<file path="src/rtl/route_pkg.sv">
package route_pkg;
  localparam int HDR_W   = 22;
  localparam int TT_MSB  = 21;
  localparam int FT_MSB  = 19;
  localparam int ID_MSB  = 15;

  typedef enum logic [1:0] {
    TT_SMALL = 2'b00,
    TT_LARGE = 2'b01,
    TT_RSV2  = 2'b10,
    TT_RSV3  = 2'b11
  } tt_e;

  function automatic logic fmt_may_replicate(input logic [3:0] ft);
    return (ft == 4'd5) || (ft == 4'd6) || (ft == 4'd9);
  endfunction
endpackage

</file>
<file path="src/rtl/rt_hdr_parse.sv">
module rt_hdr_parse
  import route_pkg::*;
#(
  parameter int IDX_W = 8
) (
  input  logic [HDR_W-1:0] hdr,
  output logic [IDX_W-1:0] idx,
  output logic             width_bad,
  output logic             rep_ok
);
  tt_e        tt;
  logic [3:0] ft;

  always_comb begin
    tt        = tt_e'(hdr[TT_MSB -: 2]);
    ft        = hdr[FT_MSB -: 4];
    width_bad = (tt == TT_RSV2) || (tt == TT_RSV3);
    rep_ok    = fmt_may_replicate(ft);
    if (tt == TT_LARGE) idx = hdr[IDX_W-1:0];
    else                idx = hdr[ID_MSB -: IDX_W];
  end
endmodule

</file>
<file path="src/rtl/rt_table.sv">
module rt_table #(
  parameter int IDX_W = 8,
  parameter int ENT_W = 9
) (
  input  logic             clk,
  input  logic             we,
  input  logic [IDX_W-1:0] waddr,
  input  logic [ENT_W-1:0] wdata,
  input  logic [IDX_W-1:0] raddr,
  output logic [ENT_W-1:0] rdata
);
  localparam int DEPTH = 1 << IDX_W;
  logic [ENT_W-1:0] mem [DEPTH];

  always_ff @(posedge clk) begin
    if (we) mem[waddr] <= wdata;
    rdata <= mem[raddr];
  end
endmodule

</file>
<file path="src/rtl/rt_decide.sv">
module rt_decide #(
  parameter int PORTS = 8
) (
  input  logic             valid,
  input  logic             width_bad,
  input  logic             rep_ok,
  input  logic [PORTS:0]   entry,
  output logic [PORTS-1:0] ports,
  output logic             mcast,
  output logic             err
);
  logic [PORTS-1:0] mask;
  logic             is_mc;
  logic [PORTS-1:0] low_bit;

  always_comb begin
    mask    = entry[PORTS-1:0];
    is_mc   = entry[PORTS];
    low_bit = mask & (~mask + 1'b1);
    ports   = '0;
    mcast   = 1'b0;
    err     = 1'b0;
    if (valid) begin
      if (width_bad || mask == '0 || (is_mc && !rep_ok)) begin
        err = 1'b1;
      end else if (is_mc) begin
        ports = mask;
        mcast = 1'b1;
      end else begin
        ports = low_bit;
      end
    end
  end
endmodule

</file>
<file path="src/rtl/dev_route_lookup.sv">
module dev_route_lookup
  import route_pkg::*;
#(
  parameter int PORTS = 8,
  parameter int IDX_W = 8
) (
  input  logic             clk,
  input  logic             rst,
  input  logic             hdr_valid,
  input  logic [HDR_W-1:0] hdr_data,
  input  logic             cfg_we,
  input  logic [IDX_W-1:0] cfg_addr,
  input  logic [PORTS:0]   cfg_wdata,
  output logic             rt_valid,
  output logic [PORTS-1:0] rt_ports,
  output logic             rt_mcast,
  output logic             rt_err
);
  localparam int ENT_W = PORTS + 1;

  logic [IDX_W-1:0] idx;
  logic             width_bad, rep_ok;
  logic [ENT_W-1:0] entry;
  logic             valid_q, width_bad_q, rep_ok_q;

  rt_hdr_parse #(.IDX_W(IDX_W)) parse_i (
    .hdr(hdr_data), .idx(idx), .width_bad(width_bad), .rep_ok(rep_ok)
  );

  rt_table #(.IDX_W(IDX_W), .ENT_W(ENT_W)) table_i (
    .clk(clk), .we(cfg_we), .waddr(cfg_addr), .wdata(cfg_wdata),
    .raddr(idx), .rdata(entry)
  );

  always_ff @(posedge clk) begin
    if (rst) begin
      valid_q     <= 1'b0;
      width_bad_q <= 1'b0;
      rep_ok_q    <= 1'b0;
    end else begin
      valid_q     <= hdr_valid;
      width_bad_q <= width_bad;
      rep_ok_q    <= rep_ok;
    end
  end

  rt_decide #(.PORTS(PORTS)) decide_i (
    .valid(valid_q), .width_bad(width_bad_q), .rep_ok(rep_ok_q),
    .entry(entry), .ports(rt_ports), .mcast(rt_mcast), .err(rt_err)
  );

  assign rt_valid = valid_q;
endmodule

</file>
<file path="config.mk">
export PLATFORM = sky130hd
export DESIGN_NAME = dev_route_lookup
export DESIGN_NICKNAME = d
export VERILOG_FILES = /design/src/rtl/route_pkg.sv /design/src/rtl/rt_hdr_parse.sv /design/src/rtl/rt_table.sv /design/src/rtl/rt_decide.sv /design/src/rtl/dev_route_lookup.sv
export SDC_FILE = /design/constraint.sdc
export NUM_CORES = 2
export LEC_CHECK = 0
export ABC_AREA = 1
export BUFFER_PORTS_ARGS = -buffer_cell sky130_fd_sc_hd__buf_2
export CORE_UTILIZATION = 36
export CTS_CLUSTER_SIZE = 24
export DETAILED_ROUTE_END_ITERATION = 7
export PLACE_DENSITY = 0.6
export SYNTH_ARGS = -nofsm -noshare
export SYNTH_HDL_FRONTEND = slang
export SYNTH_SLANG_ARGS = --single-unit
</file>
<file path="constraint.sdc">
create_clock -name clk -period 2.15 [get_ports clk]
set_input_delay 0.215 -clock clk [delete_from_list [all_inputs] [get_ports clk]]
set_output_delay 0.215 -clock clk [all_outputs]
set_load 0.005 [all_outputs]
</file>
==> results.sh <==
export IMPL_swShare_pct=24.3
export IMPL_clkTransAtPathRegs_ns=0.06
export IMPL_routed_via_density=5.02
export IMPL_wl_microns=301000
export IMPL_whs_ns=0.0996
export IMPL_cp_end_kind="primary output"
export IMPL_start_util_pct=36.3
export IMPL_port_buffers=53
export IMPL_first_iter_violations=7971
export IMPL_wl_per_cell_microns=21.3
export IMPL_tightestPinTransition_ns=0.769
export IMPL_netlist_area_sq_um=101000
export IMPL_synth_edff_count=2304
export IMPL_syn2layout_area_growth_pct=18.4
export IMPL_avgSynthCellArea_sq_um=10.4
export IMPL_min_period_ns=2.78
export IMPL_antenna_left=0
export IMPL_netlist_top_cells_area="edfxtp_1, nand2_1, nand3_1, inv_1, buf_2"
export IMPL_synthArstFlopShare_pct=0
export IMPL_cp_arrival_ns=2.56
export IMPL_ys_flop_type="edfxtp_1"
export IMPL_start_kind="flip-flop"
export IMPL_finalSetupViolations=10
export IMPL_status="complete, but fails checks"
export IMPL_reg2reg_depth=11
export IMPL_row_count=193
export IMPL_cts_tree="done"
export IMPL_pwr_share_clk_pct=40.8
export IMPL_synth_common_cells="nand2_1, edfxtp_1, nand3_1"
export IMPL_seqCellArea_sq_um=69400
export IMPL_ioPinCount=54
export IMPL_nFillCells=26000
export IMPL_numCtsBuffers=235
export IMPL_place_congestion=0.933
export IMPL_grt_setup_unrepaired="true"
export IMPL_finalHoldViolations=0
export IMPL_critical_path_max_stage_delay_ns=0.43
export IMPL_violations="negative setup slack"
export IMPL_num_vias=70900
export IMPL_clock_latency_ns=0.88
export IMPL_maxCapViolCount=0
export IMPL_path_cells="inv_4 > nand2_4 > nor2_4 > nand2_2 > nor2_4 > nand3_2 > o21a_1 > o21ai_2 > a2111oi_4 > buf_2"
export IMPL_tns_ns=-5.64
export IMPL_die_y_microns=531
export IMPL_worst_path_buf_inv=2
export IMPL_die_w_microns=531
export IMPL_synth_top_area_share_pct=68.8
export IMPL_finalCritPeriodShare_pct=129
export IMPL_clkSinkCount=2316
export IMPL_placed_cell_area_sq_um=111000
export IMPL_cellLeakagePower_nw=49.0
export IMPL_cp_max_fo=2
export IMPL_htreeDepth=4
export IMPL_grt_pass1_wl_microns=442000
export IMPL_synthCells=9694
export IMPL_grt_max_degree=84
export IMPL_power_density_nw_per_um2=849
export IMPL_p_sw_mw=24.6
export IMPL_drive_gt1_share_pct=11.5
export IMPL_gr_total_overflow=0
export IMPL_min_path_type="in2reg"
export IMPL_cp_common_cell="nor2_4"
export IMPL_finalMaxSlewViolations=0
export IMPL_crit_slowest_cell="dfxtp_4"
export IMPL_timing_fmax_mhz=360
export IMPL_worstSetupPathType="reg2out"
export IMPL_setup_ws_ns=-0.629
export IMPL_final_cell_area_sq_um=119000
export IMPL_firstDrtPassIters=6
export IMPL_intPower_mw=76.6
export IMPL_synth_most_common_cell="nand2_1"
export IMPL_peakVddDrop_v=0.000778
export IMPL_grt_pass1_vias=68000
export IMPL_cts_root_buf="clkbuf_16"
export IMPL_coreArea_sq_um=277000
export IMPL_whs_path_depth=3
export IMPL_die_area_sq_um=282000
export IMPL_path_depth=10
export IMPL_syn_num_nets=9737
export IMPL_ys_seq_area_share_pct=69.0
export IMPL_synth_area_leader_cell="edfxtp_1"
export IMPL_comb_power_share_pct=9.8
export IMPL_grt_total_usage_pct=21.1
export IMPL_slew_limit_headroom_pct=48.7
export IMPL_antenna_found_initial=14
export IMPL_ys_warn_count=0
export IMPL_ys_types=27
export IMPL_multi_input_area_sq_um=22500
export IMPL_fin_nets=10300
export IMPL_total_power_mw=101
export IMPL_synth_seq_cells=2316
export IMPL_ctsLongestPathBuffers=3
export IMPL_worstPathRequired_ns=1.93
export IMPL_path_delay_family="compound AO/OA/AOI/OAI gates"
export IMPL_seqPwrFrac_pct=49.3
export IMPL_final_setup_skew_ns=0.0688
export IMPL_drc=0
export IMPL_dpl_hpwl_microns=190000
power groups by stage:
stage | registers (mW) | logic (mW) | clock network (mW)
2_1_floorplan | 50.8 | 4.79 | 0
3_3_place_gp | 50.9 | 9.59 | 0
3_5_place_dp | 50.9 | 9.65 | 0
4_1_cts | 49.9 | 9.77 | 41.9
5_1_grt | 49.9 | 10.6 | 43.5
6_report | 49.9 | 9.97 | 41.3
path summary, 6_finish.rpt:
kind | from | to | slack, ns
worst min-delay path | rst | width_bad_q | 0.1
worst max-delay path | table_i.rdata[1] | rt_ports[6] | -0.63
worst min register to register | table_i.mem[128][7] | table_i.rdata[7] | 1.08
worst max register to register | table_i.mem[225][4] | table_i.rdata[4] | 0.21
state kept, by name, summed over array words and instances, names as in the netlist:
register	flops
rep_ok_q	1
width_bad_q	1
rt_valid	1
table_i.mem	2304
table_i.rdata	9
cells in the final DEF, fill, tap and decap left out, types with 9 or more instances in the layout:
cell,instances
edfxtp_1,2304
clkinv_2,48
inv_1,1697
clkbuf_16,238
clkinv_1,70
nor2_1,288
o211ai_1,71
nand3_1,1978
nand2_1,2660
dlygate4sd3_1,16
clkbuf_1,39
o21ai_0,87
buf_4,565
buf_8,9
bufinv_16,30
buf_12,173
buf_2,44
timing repair:
item,4_1_cts,5_1_grt
pin swaps,3,11
endpoints found under the setup margin,19,17
setup buffers,6,16
cloned,0,1
hold buffers,16,0
hold endpoints to repair,928,0
gates resized for setup,37,24
worst min-delay path: cells and delay by family:
kind | cells | cell delay, ns
buf+inv | 2 | 0.67
simple gates | 1 | 0.05
layer usage:
| layer | track usage, % | vias to the layer above | wire [microns] |
|---|---|---|---|
| met5 | 0 | - | 30 |
| met4 | 8.36 | 6 | 12200 |
| met3 | 3.17 | 543 | 22300 |
| met2 | 34.2 | 2830 | 141000 |
| met1 | 28.3 | 34700 | 125000 |
| li1 | - | 32800 | - |
logic make-up (layout without fill, tap and decap cells):
kind of cell    after synthesis  count (layout)  share of synthesized area, %
compound gates              178             178                          1.10
xor+xnor                      1               1                       0.00871
buf+inv                    2246            2970                          8.92
flops                      2316            2316                          69.0
other cells                   0               3                             0
simple gates               4953            4953                          21.0
metrics by stage:
step / setup WS, ns / std cells / utilization, %
global route: -0.696 / 14100 / 43.0
CTS: -0.581 / 14100 / 42.9
detailed placement: -1.14 / 13600 / 40.0
global placement: -1.16 / 13600 / 40.0
floorplan: 0.390 / 9694 / -
finish: -0.629 / 14100 / 43.0
area by class of cell:
type	instances	area share, %
sequential	2316	58.3
multi-input combinational	5132	18.9
timing repair buffer	820	7.10
inverter	1708	5.40
clock buffer	276	5.10
tap	3705	3.89
clock inverter	166	1.39
antenna	3	0.00630
(Power assumes the default switching activity.)
